==> config.mk <==
export PLATFORM = sky130hd
export DESIGN_NAME = lcd_reg_unit
export DESIGN_NICKNAME = d
export VERILOG_FILES = /design/src/rtl/lcd_reg_pkg.sv /design/src/rtl/lcd_reg_ctrl.sv /design/src/rtl/lcd_reg_dp.sv /design/src/rtl/lcd_reg_unit.sv
export SDC_FILE = /design/constraint.sdc
export NUM_CORES = 1
export LEC_CHECK = 0
export BUFFER_PORTS_ARGS = -buffer_cell sky130_fd_sc_hd__buf_2
export CAP_MARGIN = 20
export CORE_MARGIN = 4
export CORE_UTILIZATION = 40
export DETAILED_ROUTE_END_ITERATION = 10
export MAX_ROUTING_LAYER = met4
export PLACE_DENSITY = 0.63
export SLEW_MARGIN = 0
export SYNTH_ARGS = -nofsm -noshare
export SYNTH_HDL_FRONTEND = slang
export SYNTH_SLANG_ARGS = --single-unit
export TNS_END_PERCENT = 5
==> constraint.sdc <==
create_clock -name clk -period 6.7 [get_ports clk]
set_input_delay 1.34 -clock clk [delete_from_list [all_inputs] [get_ports clk]]
set_output_delay 1.34 -clock clk [all_outputs]
set_load 0.005 [all_outputs]
==> src/rtl/lcd_reg_pkg.sv <==
package lcd_reg_pkg;
  localparam int DATA_W = 32;

  localparam logic [31:0] CTRL_KEEP  = 32'h01CF_F300;
  localparam logic [31:0] CTRL_FORCE = 32'hFE00_0C34;
  localparam logic [31:0] T0_FORCE   = 32'h0000_000F;
  localparam logic [31:0] T2_FORCE   = 32'hFC00_0000;
  localparam logic [31:0] SUB_MASK   = 32'hA1FF_FFFF;

  localparam logic [7:0] OFF_CTRL = 8'h00;
  localparam logic [7:0] OFF_DIMW = 8'h04;
  localparam logic [7:0] OFF_DIMH = 8'h08;
  localparam logic [7:0] OFF_TIM2 = 8'h0C;
  localparam logic [7:0] OFF_STAT = 8'h10;
  localparam logic [7:0] OFF_SUBP = 8'h14;

  typedef enum logic [2:0] {
    SEL_NONE, SEL_CTRL, SEL_DIMW, SEL_DIMH, SEL_TIM2, SEL_STAT, SEL_SUBP
  } regSel_e;

  typedef struct packed {
    logic    wrCtrl;
    logic    wrDimW;
    logic    wrDimH;
    logic    wrTim2;
    logic    wrSubp;
    regSel_e rdSel;
  } busStb_t;
endpackage

==> src/rtl/lcd_reg_ctrl.sv <==
module lcd_reg_ctrl
  import lcd_reg_pkg::*;
#(
  parameter int ADDR_W = 8
) (
  input  logic [ADDR_W-1:0] busAddr,
  input  logic              busSel,
  input  logic              busWe,
  output busStb_t           stb
);
  regSel_e sel;
  logic    wrAny;

  always_comb begin
    sel = SEL_NONE;
    if (busAddr == ADDR_W'(OFF_CTRL)) sel = SEL_CTRL;
    if (busAddr == ADDR_W'(OFF_DIMW)) sel = SEL_DIMW;
    if (busAddr == ADDR_W'(OFF_DIMH)) sel = SEL_DIMH;
    if (busAddr == ADDR_W'(OFF_TIM2)) sel = SEL_TIM2;
    if (busAddr == ADDR_W'(OFF_STAT)) sel = SEL_STAT;
    if (busAddr == ADDR_W'(OFF_SUBP)) sel = SEL_SUBP;
  end

  assign wrAny = busSel & busWe;

  always_comb begin
    stb.wrCtrl = wrAny && (sel == SEL_CTRL);
    stb.wrDimW = wrAny && (sel == SEL_DIMW);
    stb.wrDimH = wrAny && (sel == SEL_DIMH);
    stb.wrTim2 = wrAny && (sel == SEL_TIM2);
    stb.wrSubp = wrAny && (sel == SEL_SUBP);
    stb.rdSel  = sel;
  end
endmodule

==> src/rtl/lcd_reg_dp.sv <==
module lcd_reg_dp
  import lcd_reg_pkg::*;
#(
  parameter int DIM_W = 10
) (
  input  logic              clk,
  input  logic              rstN,
  input  busStb_t           stb,
  input  logic [DATA_W-1:0] busWdata,
  input  logic              frameDoneSet,
  input  logic              paletteDoneSet,
  input  logic              syncErrSet,
  output logic [DATA_W-1:0] busRdata,
  output logic [DIM_W-1:0]  pixWidthM1,
  output logic [DIM_W-1:0]  pixHeightM1,
  output logic [1:0]        palMode,
  output logic              tftMode,
  output logic              monoMode,
  output logic              panelOn,
  output logic              startPulse,
  output logic              stopPulse,
  output logic              irqOut
);
  localparam int KEEP_W = DATA_W - DIM_W;

  logic [1:0]        intEn;
  logic [DATA_W-1:0] ctrlKeep, tim2Reg, subpReg;
  logic              frameDone, paletteDone, syncErr;
  logic              enRise, enFall, stopSetsFrame;
  logic [1:0]        dimWr;
  logic [DIM_W-1:0]  dimVal  [2];
  logic [KEEP_W-1:0] dimKeep [2];
  logic [DATA_W-1:0] dimRead [2];

  assign dimWr = {stb.wrDimH, stb.wrDimW};

  // Width and height words share one layout; index 0 = width, 1 = height.
  for (genvar g = 0; g < 2; g++) begin : g_dim
    always_ff @(posedge clk or negedge rstN) begin
      if (!rstN) begin
        dimVal[g]  <= '0;
        dimKeep[g] <= '0;
      end else if (dimWr[g]) begin
        dimVal[g]  <= busWdata[DIM_W-1:0];
        dimKeep[g] <= busWdata[DATA_W-1:DIM_W];
      end
    end
    assign dimRead[g] = {dimKeep[g], dimVal[g]};
  end

  assign enRise        = stb.wrCtrl &&  busWdata[0] && !panelOn;
  assign enFall        = stb.wrCtrl && !busWdata[0] &&  panelOn;
  assign stopSetsFrame = busWdata[21:20] != 2'd1;

  always_ff @(posedge clk or negedge rstN) begin
    if (!rstN) begin
      palMode  <= '0;
      tftMode  <= 1'b0;
      monoMode <= 1'b0;
      panelOn  <= 1'b0;
      intEn    <= '0;
      ctrlKeep <= '0;
      tim2Reg  <= '0;
      subpReg  <= '0;
    end else begin
      if (stb.wrCtrl) begin
        palMode  <= busWdata[21:20];
        tftMode  <= busWdata[7];
        intEn    <= busWdata[4:3];
        monoMode <= busWdata[1];
        panelOn  <= busWdata[0];
        ctrlKeep <= busWdata & CTRL_KEEP;
      end
      if (stb.wrTim2) tim2Reg <= busWdata;
      if (stb.wrSubp) subpReg <= busWdata & SUB_MASK;
    end
  end

  always_ff @(posedge clk or negedge rstN) begin
    if (!rstN) begin
      frameDone   <= 1'b0;
      paletteDone <= 1'b0;
      syncErr     <= 1'b0;
      startPulse  <= 1'b0;
      stopPulse   <= 1'b0;
      irqOut      <= 1'b0;
    end else begin
      startPulse <= enRise;
      stopPulse  <= enFall;
      irqOut     <= (frameDone & intEn[0]) | (paletteDone & intEn[1]) | syncErr;
      if (enRise)                      frameDone <= 1'b0;
      else if (enFall && stopSetsFrame) frameDone <= 1'b1;
      else if (frameDoneSet)           frameDone <= 1'b1;
      if (enRise)              paletteDone <= 1'b0;
      else if (paletteDoneSet) paletteDone <= 1'b1;
      if (enFall)          syncErr <= 1'b0;
      else if (syncErrSet) syncErr <= 1'b1;
    end
  end

  always_comb begin
    unique case (stb.rdSel)
      SEL_CTRL: busRdata = ctrlKeep | CTRL_FORCE |
                           {8'b0, tftMode, 1'b0, palMode, 12'b0, tftMode,
                            2'b0, intEn, 1'b0, monoMode, panelOn};
      SEL_DIMW: busRdata = dimRead[0] | T0_FORCE;
      SEL_DIMH: busRdata = dimRead[1];
      SEL_TIM2: busRdata = tim2Reg | T2_FORCE;
      SEL_STAT: busRdata = {25'b0, paletteDone, 3'b0, syncErr, 1'b0, frameDone};
      SEL_SUBP: busRdata = subpReg;
      default:  busRdata = '0;
    endcase
  end

  assign pixWidthM1  = dimVal[0];
  assign pixHeightM1 = dimVal[1];
endmodule

==> src/rtl/lcd_reg_unit.sv <==
module lcd_reg_unit
  import lcd_reg_pkg::*;
#(
  parameter int ADDR_W = 8,
  parameter int DIM_W  = 10
) (
  input  logic              clk,
  input  logic              rstN,
  input  logic              busSel,
  input  logic              busWe,
  input  logic [ADDR_W-1:0] busAddr,
  input  logic [31:0]       busWdata,
  output logic [31:0]       busRdata,
  input  logic              frameDoneSet,
  input  logic              paletteDoneSet,
  input  logic              syncErrSet,
  output logic [DIM_W-1:0]  pixWidthM1,
  output logic [DIM_W-1:0]  pixHeightM1,
  output logic [1:0]        palMode,
  output logic              tftMode,
  output logic              monoMode,
  output logic              panelOn,
  output logic              startPulse,
  output logic              stopPulse,
  output logic              irqOut
);
  busStb_t stb;

  lcd_reg_ctrl #(.ADDR_W(ADDR_W)) u_ctrl (
    .busAddr(busAddr), .busSel(busSel), .busWe(busWe), .stb(stb)
  );

  lcd_reg_dp #(.DIM_W(DIM_W)) u_dp (
    .clk(clk), .rstN(rstN), .stb(stb), .busWdata(busWdata),
    .frameDoneSet(frameDoneSet), .paletteDoneSet(paletteDoneSet),
    .syncErrSet(syncErrSet), .busRdata(busRdata),
    .pixWidthM1(pixWidthM1), .pixHeightM1(pixHeightM1),
    .palMode(palMode), .tftMode(tftMode), .monoMode(monoMode),
    .panelOn(panelOn), .startPulse(startPulse), .stopPulse(stopPulse),
    .irqOut(irqOut)
  );
endmodule

* Yosys cells after proc, flatten, opt, wreduce, memory -nomap -nowiden
Index checks and enable logic that the tools add are counted.
** Operators by class
- Divide/modulo/power cells :: 0
- Eq/ne operators :: 12
- Shifts and indexed selects :: 0
- $mul :: 0
- Bitwise operators :: 6
- Muxes and demuxes :: 14
- Reduce and logical (&&, ||, !) cells :: 16
- $add $sub $neg :: 0
- $lt $le $gt $ge :: 0
** Operators with widths (count)
- $pmux W32 S6 :: 1
- $or A32 B24 Y32 :: 1
- $eq A8 B4 Y1 const B :: 2
- $eq A8 B5 Y1 const B :: 2
- $logic_and A1 B1 Y1 :: 10
- $eq A3 B3 Y1 const B :: 3
- $mux W3 :: 3
- $eq A8 B3 Y1 const B :: 1
- $logic_not A8 Y1 :: 1
- $mux W1 :: 8
- $eq A3 B2 Y1 const B :: 2
- $mux W2 :: 2
- $reduce_bool A2 Y1 :: 2
- $and A1 B1 Y1 :: 3
- $eq A3 B1 Y1 const B :: 1
- $reduce_bool A3 Y1 :: 1
- $logic_not A1 Y1 :: 2
- $ne A2 B1 Y1 const B :: 1
- $or A1 B1 Y1 :: 2
** Storage, ports and cells
- Output and inout port bits :: 60
- Memory bits (writable) :: 0
- Latch bits :: 0
- Input port bits :: 47
- ROM bits :: 0
- Memories kept :: 0
- Logic and storage cells :: 66
- Flip-flop bits (word level) :: 143

* Logic depth before layout (Yosys ltp)
Gate-level depths: netlist (run 1).
- Word-level depth :: 14
- Gate-level depth with buffers :: 6
- Gate-level depth less buffers :: 4

* Hierarchy
A second synthesis (run 1) with hierarchy kept.
** Second synthesis, totals
- Cell total of the unflattened synthesis :: 498
- Area total of the unflattened synthesis :: 6603.8 µm²
** Modules (own cells, without submodules)
- lcd_reg_dp :: cells each 477, instances 1, sequential area each 3578.4 µm², area an instance 6426.2 µm²
- lcd_reg_ctrl :: cells each 21, instances 1, sequential area each 0.0 µm², area an instance 177.7 µm²

* Worst setup path after synthesis (run 1)
OpenSTA, ideal clock, no wires.
- Path type :: input to output
- From :: input port busAddr[2]
- To :: output port busRdata[12]
- Cell stages on the path :: 5
- Buffers on the path :: 2
- Slack :: 2.370 ns
- Data arrival time :: 2.990 ns
- Required time :: 5.360 ns
- Path through :: buf_1 nand2_1 nor4_1 clkbuf_1 a22o_1
** On the way
- Word-level cells in the longest chain between the ends :: 9
- Elaborated cells on any way between the ends :: 19
- Those cells by class :: eq/ne: 11; mux: 7; reduce/logical: 1
** RTL lines
- start: declaration :: line lcd_reg_unit.sv:11 : input logic [ADDR_W-1:0] busAddr,
- $logic_not A8 Y1 :: line lcd_reg_ctrl.sv:16 : if (busAddr == ADDR_W'(OFF_CTRL)) sel = SEL_CTRL;
- $mux W1 :: line lcd_reg_ctrl.sv:16
- $mux W2 :: line lcd_reg_ctrl.sv:17 : if (busAddr == ADDR_W'(OFF_DIMW)) sel = SEL_DIMW;
- $mux W2 :: line lcd_reg_ctrl.sv:18 : if (busAddr == ADDR_W'(OFF_DIMH)) sel = SEL_DIMH;
- $mux W3 :: line lcd_reg_ctrl.sv:19 : if (busAddr == ADDR_W'(OFF_TIM2)) sel = SEL_TIM2;
- $mux W3 :: line lcd_reg_ctrl.sv:20 : if (busAddr == ADDR_W'(OFF_STAT)) sel = SEL_STAT;
- $mux W3 (*) :: line lcd_reg_ctrl.sv:21 : if (busAddr == ADDR_W'(OFF_SUBP)) sel = SEL_SUBP;
- $eq A3 B3 Y1 (tied with other cells) :: line lcd_reg_dp.sv:102 : unique case (stb.rdSel)
- $pmux W32 S6 (*) :: line lcd_reg_dp.sv:102
- end: declaration :: line lcd_reg_unit.sv:13 : output logic [31:0] busRdata,
Every way passes the cells marked *; elsewhere a longest branch is shown, timed or not.

* Final worst setup path (run 1)
- From :: input port busAddr[3]
- To :: output port busRdata[11]
The elaborated chain is that of the path after synthesis.

==> results.yml, run 1 <==
status:
  status: "completed"
critical_path:
  reg2reg_depth: 2
  critPathLaunchType: "input pin"
  r2r_setup_slack_ns: 5.68
  r2r_start: "u_dp.panelOn"
  critical_path_required_ns: 5.36
  cp_max_fo: 33
  arrival_ns: 3.63
  critical_path_class: "input pin to output port"
  worstReg2RegEnd: "u_dp.paletteDone"
  worstSetupEndpointType: "output port"
die:
  die_h_um: 134.9
  fp.dieW_um: 134.9
  pin_count: 107
  dieArea_mm2: 0.01819
  start_util_pct: 40.67
  rows: 46
  core_area_mm2: 0.01583
routing:
  wl_per_cell_um: 20.63
  drc: 0
  vias: 4310
  via_per_inst: 5.449
  wl_um: 16320
  drtPass1Iterations: 4
  drt_iter0_drc: 220
  ant_nets: 0
global_routing:
  gr-total-overflow: 0
  grt_pass1_wl_um: 26320
  grt_pass1_vias: 4737
  met1_usage_pct: 24.09
  grt_antenna_before_repair: 3
  grtUsageMet3_pct: 4.881
  grt_usage_pct: 19.70
  grt.met2_usage_pct: 30.93
  grt_max_degree: 85
  grt.busiest_layer: "met2"
placed_design:
  portBuffers: 106
  pre_cts_slack_ns: 1.720
  place.gp.congestion: 0.7966
  hpwl_um: 10890
min_path:
  hold_start: "u_dp.subpReg[6]"
  hold_path_depth: 1
  min_path_type: "flip-flop to flip-flop"
  whs_endpoint: "u_dp.subpReg[6]"
synthesis:
  postSynthCellCount: 452
  synth_area_per_cell_um2: 14.24
  syn-cell-area_mm2: 0.006437
  ys_ff_latch: 143
  synthArstFlopShare_pct: 100.0
  yosysTopAreaCell: "dfrtp_1"
  synth_adder_area_share_pct: 0
  ys_seq_area_share_pct: 55.59
  synthSimpleGateAreaFrac_pct: 4.781
  yosys.area.top_type_share_pct: 55.59
  syn-num-nets: 499
  synth_top_family_by_area: "multiplexers"
  synth.area.top_cells: "dfrtp_1, mux2_2, mux4_2, a22o_1, mux2_1"
  synth_ff_type: "dfrtp_1"
  synth_edf_count: 0
  synthDistinctLibCells: 44
  synth_mux_area_share_pct: 29.80
  synth-compound-area-share_pct: 7.269
  yosysWarnings: 0
  synth-xor-area-share_pct: 0
clock_tree:
  clock_path_buffers: 2
  insertion_delay_ns: 0.42
  cts_sinks: 143
  post-cts-setup-buffer-count: 0
  cts_tree: "yes"
  htreeDepth: 4
  cts_hold_buf: 0
  clk_pin_slew_ns: 0.06
  cts_resized: 0
  clockRootBuffer: "clkbuf_16"
  cts_buffers: 17
timing:
  rsz0062_at_grt: "no"
  setup_viol: 0
  hold_viol: 0
  drv_slew: 0
  period_minus_slack_ns: 4.969
  maxSlewHeadroom_pct: 28.27
  worst_pin_slew_ns: 1.068
  clock_skew_ns: 0.002554
  fmaxAchievable_ghz: 0.2012
  fin_tns_setup_ns: 0
  timing.final.ws_setup_ns: 1.731
  min_period_over_period_pct: 74.17
power_and_ir_drop:
  p_leak_nw: 3.951
  power_density_mw_per_mm2: 249.6
  ir_drop_v: 0.0002082
finish:
  layout-drive-gt1-share_pct: 52.10
  utilization_pct: 49.33
  nNetsFinal: 607
  syn_to_final_growth_pct: 21.28
flow_run:
  drv_cap: 0
## worst max-delay path: stages
cell	delay [ns]
buf_2	0.64
clkinv_1	0.52
buf_4	0.31
nor2_1	0.30
a21boi_0	0.15
o22ai_1	0.20
buf_2	0.16
## through the flow
step	instance area (um2)	std cells	total power, mW	hold WS [ns]
2_1_floorplan	6437	452	0.9622	0.4522
3_3_place_gp	7188	756	1.021	0.4630
3_5_place_dp	7188	756	1.026	0.4747
4_1_cts	7780	787	1.970	0.4880
5_1_grt	7807	791	2.022	0.4952
6_report	7807	791	1.948	0.4883
## logic make-up after synthesis
family / after synthesis
AOI/OAI and AO/OA: 65
and+or+nand+nor: 54
muxes: 158
buffers and inverters: 32
DFF: 143
## worst max-delay path by stage
stage,from,end,slack (ns)
2_1_floorplan,busAddr[2],busRdata[12],2.37
3_3_place_gp,busAddr[3],busRdata[10],1.77
3_5_place_dp,busAddr[3],busRdata[10],1.72
4_1_cts,busAddr[3],busRdata[10],1.71
5_1_grt,busAddr[3],busRdata[10],1.46
6_report,busAddr[3],busRdata[11],1.73
## state kept, by name, indices dropped and copies added (netlist names), 2 cells and up
register,count
u_dp.pixHeightM1,10
u_dp.ctrlKeep,13
u_dp.intEn,2
u_dp.palMode,2
u_dp.dimKeep,44
u_dp.pixWidthM1,10
u_dp.subpReg,27
u_dp.tim2Reg,26
## layout make-up
type	count	area, um2
Fill cell	1429	8020
Sequential cell	143	3578
Multi-Input combinational cell	277	2716
Timing Repair Buffer	116	624.3
Clock buffer	21	480.5
Tap cell	216	270.3
Clock inverter	10	111.4
Inverter	5	18.77
Antenna cell	3	7.507
## power by group
group | leakage [nW] | switching, mW | total (mW) | internal (mW)
clock | 0.287 | 0.357 | 0.939 | 0.582
combinational | 1.70 | 0.0652 | 0.110 | 0.0453
sequential | 1.96 | 0.0125 | 0.899 | 0.886
## placed cells by master (no fill, tap or decap), types with 3 or more instances in the layout
master	instances
mux2_1	8
nand3_1	6
mux2i_1	6
dfrtp_1	143
buf_2	105
clkbuf_16	17
o22ai_1	10
clkbuf_8	4
o21ai_0	12
inv_1	3
o211ai_1	3
clkinvlp_4	3
a22oi_1	6
a21boi_0	4
a22o_1	14
buf_4	9
clkinv_2	4
a21oi_1	3
diode_2	3
mux4_2	13
nor3_1	3
nor2_1	17
mux2_2	131
nand2_1	8
## routing by layer
metal,vias to the layer above,wire [um]
met1,2232,6960
met5,-,0
met2,125,8120
li1,1926,-
met4,0,351
met3,27,885
## Yosys cell counts, drive strengths merged, types with 7 or more instances
library cell,instances
dfrtp,143
mux2,139
nor2,17
a22o,14
buf,14
clkbuf,13
mux4,13
o21ai,12
o22ai,10
nand2,8
nand3,7
Note: power is estimated with default switching activity, not from simulation.
==> run 2: changes to the inputs <==
Clock period 6.7 ns to 4.85 ns, I/O delays scaled along.
==> run 2 against run 1 <==
Effect of this change: largest power group unchanged; via count increased by 0.58%; first-iteration DRC count increased by 19%; critical path type unchanged; sequential share of layout area decreased by 0.12 points; non-clock buffer count increased by 5; worst hold slack got worse by 0.0098 ns; wire length increased by 0.82%; setup slack got worse by 0.78 ns; final area increased by 0.26%.
==> results.yml, run 2 (synthesized netlist as in run 1, its figures left out) <==
timing:
  min_period_over_period_pct: 80.41
  rsz0062_at_grt: "no"
  period_minus_slack_ns: 3.900
  fmaxAchievable_ghz: 0.2564
  timing.final.ws_setup_ns: 0.9501
  fin_tns_setup_ns: 0
  clock_skew_ns: 0.003694
  worst_pin_slew_ns: 0.7429
  maxSlewHeadroom_pct: 50.47
  hold_viol: 0
  setup_viol: 0
  drv_slew: 0
critical_path:
  critical_path_class: "input pin to output port"
  critPathLaunchType: "input pin"
  arrival_ns: 2.93
  critical_path_required_ns: 3.88
  crit_buf_inv: 2
  worstSetupEndpointType: "output port"
  crit_chain: "buf_2 -> or4_4 -> or3_1 -> nor2_1 -> a221o_1 -> buf_2"
  critical_path.top_delay_family: "simple AND/OR/NAND/NOR gates"
  cp_slowest_cell: "or4_4"
  cp_max_fo: 11
  cp_common_cell: "buf_2"
  cp_slowest_stage_delay_ns: 0.59
global_routing:
  grt_max_degree: 113
  grt_pass1_vias: 4607
  grt_pass1_wl_um: 26140
  gr-total-overflow: 0
  grt_antenna_before_repair: 3
  grt_usage_pct: 19.47
routing:
  vias: 4335
  ant_nets: 0
  drtPass1Iterations: 7
  via_per_inst: 5.439
  drc: 0
  wl_per_cell_um: 20.64
  wl_um: 16450
  drt_iter0_drc: 262
placed_design:
  dpl_cell_area_mm2: 0.007226
  hpwl_um: 11280
  place.gp.congestion: 0.8124
  portBuffers: 106
  dpl.cell_count: 761
  pre_cts_slack_ns: 0.9694
power_and_ir_drop:
  p_leak_nw: 3.964
  ir_drop_v: 0.0002517
  power_density_mw_per_mm2: 339.6
finish:
  reg_top3: "u_dp.dimKeep: 44 flops, u_dp.subpReg: 27 flops, u_dp.tim2Reg: 26 flops"
  fin_area_mm2: 0.007828
  syn_to_final_growth_pct: 21.59
  largest_register_ffs: 44
  final_common_cell: "dfrtp_1"
  top_register: "u_dp.dimKeep"
  nNetsFinal: 612
  fin_cells: 797
  fillers: 1387
  layout-drive-gt1-share_pct: 52.08
  final_cell_mix: "dfrtp_1, mux2_2, buf_2"
clock_tree:
  clk_pin_slew_ns: 0.06
  cts_buffers: 17
  post-cts-setup-buffer-count: 0
  cts_hold_buf: 0
  clock_path_buffers: 2
  cts_tree: "yes"
  insertion_delay_ns: 0.42
  htreeDepth: 4
  cts_sinks: 143
  cts_resized: 0
  clockRootBuffer: "clkbuf_16"
die:
  pin_count: 107
  die_h_um: 134.9
  rows: 46
  fp.dieW_um: 134.9
  dieArea_mm2: 0.01819
  start_util_pct: 40.67
  core_area_mm2: 0.01583
flow_run:
  drv_cap: 0
min_path:
  min_path_type: "input pin to asynchronous set/reset pin"
status:
  status: "completed"
## run 2: path summary, 6_finish.rpt
| check | slack, ns | depth (start not counted) | to | from |
|---|---|---|---|---|
| max | 0.95 | 6 | busRdata[0] | busAddr[5] |
| min | 0.48 | 1 | u_dp.subpReg[14] | rstN |
| max reg2reg | 3.87 | 2 | u_dp.paletteDone | u_dp.panelOn |
| min reg2reg | 0.48 | 1 | u_dp.dimKeep[14] | u_dp.dimKeep[14] |
| max in group asynchronous | 3.58 | 2 | u_dp.subpReg[12] | rstN |
| min in group clk | 0.48 | 1 | u_dp.dimKeep[14] | u_dp.dimKeep[14] |
## run 2: where the power goes
part	leakage, nW	switching (mW)	internal, mW
Combinational	1.73	0.0919	0.0656
Sequential	1.96	0.0175	1.22
Clock	0.273	0.494	0.765
Total	3.96	0.603	2.06
## run 2: layout make-up
class                      instances  area [um2]  share of cell area (%)
antenna                            3       7.507                 0.09591
timing repair buffer             121       669.4                   8.552
clock inverter                    11       116.4                   1.487
clock buffer                      21       450.4                   5.754
sequential                       143        3578                   45.72
inverter                           5       18.77                  0.2398
multi-input combinational        277        2716                   34.70
tap                              216       270.3                   3.453
## run 2: through the flow
stage          util (%)  hold WS (ns)  power, mW
3_5_place_dp      45.65        0.4739      1.420
3_3_place_gp      45.65        0.4654      1.413
6_report          49.45        0.4785      2.659
5_1_grt           49.45        0.5055      2.754
2_1_floorplan         -        0.4522      1.329
4_1_cts           49.23        0.4871      2.682
## run 2: routing by layer
metal,GRT usage [%],up-vias,wire length [um]
met1,24.47,2246,7035
met3,4.583,27,867
met4,7.240,0,365
met2,30.93,122,8181
met5,-,-,0
li1,-,1940,-
==> run 3: changes to the inputs <==
Settings changed: ABC_AREA set to 1, PLACE_DENSITY 0.63 to 0.65.
Clock period 4.85 ns to 3.44 ns, I/O delays scaled along.
==> run 3 against run 2 <==
Effect of this change: via count is 31% higher; count of clock-buffer cells in the layout increased by 5; first-iteration DRC count is 64% higher; worst hold slack lost 0.21 ns; largest cell class unchanged; largest power group is now registers; highest routed layer unchanged.
==> results.yml, run 3 <==
clock_tree:
  clockRootBuffer: "clkbuf_16"
  post-cts-setup-buffer-count: 0
  insertion_delay_ns: 0.42
  cts_tree: "yes"
  htreeDepth: 4
  clk_pin_slew_ns: 0.06
  clock_path_buffers: 2
  cts_resized: 0
  cts_sinks: 143
  cts_buffers: 17
  cts_hold_buf: 0
routing:
  drtPass1Iterations: 5
  via_per_inst: 4.919
  drt_iter0_drc: 430
  ant_nets: 0
  drc: 0
  wl_per_cell_um: 15.29
  wl_um: 17680
  vias: 5686
global_routing:
  grt_antenna_before_repair: 0
  grt_max_degree: 69
  grt_usage_pct: 20.62
  grt_pass1_wl_um: 28700
  gr-total-overflow: 0
  grt_pass1_vias: 5571
die:
  die_h_um: 136.2
  core_area_mm2: 0.01600
  rows: 46
  dieArea_mm2: 0.01856
  fp.dieW_um: 136.2
  start_util_pct: 41.10
  pin_count: 107
synthesis:
  synth.area.top_cells: "dfrtp_1, nand2_1, o21ai_0, inv_1, nand3_1"
  synthArstFlopShare_pct: 100.0
  yosysTopAreaCell: "dfrtp_1"
  yosys-top-cells-count: "nand2_1, dfrtp_1, o21ai_0"
  ys_ff_latch: 143
  synth.most_common_cell: "nand2_1"
  synth_edf_count: 0
  synthDistinctLibCells: 27
  syn-cell-area_mm2: 0.006576
  synth_ff_type: "dfrtp_1"
  yosysWarnings: 0
  postSynthCellCount: 823
  yosys.area.top_type_share_pct: 54.41
  syn-num-nets: 870
  ys_seq_area_share_pct: 54.41
  synth_area_per_cell_um2: 7.991
min_path:
  min_path_type: "input pin to asynchronous set/reset pin"
placed_design:
  dpl_cell_area_mm2: 0.007360
  portBuffers: 106
  pre_cts_slack_ns: 0.5771
  hpwl_um: 11860
  place.gp.congestion: 0.8216
finish:
  final_common_cell: "nand2_1"
  multi_input_area_mm2: 0.002460
  syn_to_final_growth_pct: 20.49
  nNetsFinal: 974
  fin_area_mm2: 0.007924
  layout-drive-gt1-share_pct: 18.19
  fillers: 1644
  reg_top3: "u_dp.dimKeep: 44 flops, u_dp.subpReg: 27 flops, u_dp.tim2Reg: 26 flops"
  insertedDiodeCount: 0
  seq_area_mm2: 0.003578
  top_register: "u_dp.dimKeep"
  largest_register_ffs: 44
  final_cell_mix: "nand2_1, dfrtp_1, buf_2"
  utilization_pct: 49.52
timing:
  clock_skew_ns: 0.003385
  fmaxAchievable_ghz: 0.3444
  fin_tns_setup_ns: 0
  drv_slew: 0
  timing.final.ws_setup_ns: 0.5367
  period_minus_slack_ns: 2.903
  maxSlewHeadroom_pct: 31.07
  worst_pin_slew_ns: 1.030
  min_period_over_period_pct: 84.40
  setup_viol: 0
  rsz0062_at_grt: "no"
  hold_viol: 0
critical_path:
  worstReg2RegEnd: "u_dp.syncErr"
  startpoint: "busAddr[7]"
  arrival_ns: 2.22
  cp.depth: 10
  r2r_setup_slack_ns: 2.57
  critical_path_required_ns: 2.75
  cp_max_fo: 15
  r2r_start: "u_dp.panelOn"
  cp_slowest_cell: "nor2_4"
  worstSetupEndpointType: "output port"
  critical_path_class: "input pin to output port"
  reg2reg_depth: 3
  critical_path.top_delay_family: "simple AND/OR/NAND/NOR gates"
  cp-endpoint: "busRdata[14]"
  cp_slowest_stage_delay_ns: 0.34
  crit_chain: "buf_2 -> nor2_2 -> nand2_2 -> nor2_4 -> buf_4 -> nand2_1 -> nand2_1 -> inv_1 -> nand3_1 -> buf_2"
  critPathLaunchType: "input pin"
  crit_buf_inv: 4
status:
  status: "completed"
power_and_ir_drop:
  power_density_mw_per_mm2: 466.8
  p_leak_nw: 4.362
  ir_drop_v: 0.0003545
flow_run:
  drv_cap: 0
[run 3: changes by cell type after synthesis, sizes merged, moves of 14 or more]
| cell | previous run | this run |
|---|---|---|
| nor2 | 17 | 60 |
| buf | 14 | 30 |
| nand2 | 8 | 278 |
| mux2 | 139 | 0 |
| nand3 | 7 | 55 |
| inv | 3 | 86 |
| a22o | 14 | 0 |
| o21ai | 12 | 108 |
| a21oi | 3 | 37 |
[run 3: layout make-up]
class,count,share of cell area (%)
clock buffer,26,6.427
tap,216,3.411
inverter,87,4.121
timing repair buffer,126,9.143
sequential,143,45.16
multi-input combinational,552,31.04
clock inverter,6,0.6948
[run 3: logic make-up (layout without fill, tap and decap cells)]
kind of cell,after synthesis,count (layout),synth area share [%]
simple gates,401,401,25.65
compound gates,151,151,11.76
flops,143,143,54.41
buf+inv,128,245,8.181
[run 3: how the worst min path moves through the flow]
stage	endpoint	slack, ns
floorplan	u_dp.ctrlKeep[12]	0.39
global placement	u_dp.dimKeep[37]	0.46
detailed placement	u_dp.dimKeep[37]	0.46
CTS	u_dp.tim2Reg[9]	0.29
global route	u_dp.tim2Reg[15]	0.32
finish	u_dp.tim2Reg[9]	0.27
[run 3: power by group]
part,internal (mW),total [mW],switching [mW]
clock network,1.08,1.74,0.661
logic,0.0631,0.189,0.126
registers,1.74,1.77,0.0296
[run 3: metrics by stage]
step	total power [mW]	cells	hold slack, ns
2_1_floorplan	1.867	823	0.3924
3_3_place_gp	1.982	1124	0.4554
3_5_place_dp	1.986	1124	0.4589
4_1_cts	3.735	1156	0.2857
5_1_grt	3.843	1156	0.3206
6_report	3.699	1156	0.2718
[run 3: per-layer routing]
metal,routed length (um),vias up,share of wire (%),global-route usage (%)
li1,-,2806,-,-
met1,8236,2717,47,27.73
met2,8145,140,46,31.34
met3,1007,23,5.7,4.589
met4,286,0,1.6,6.439
met5,0,-,0,-
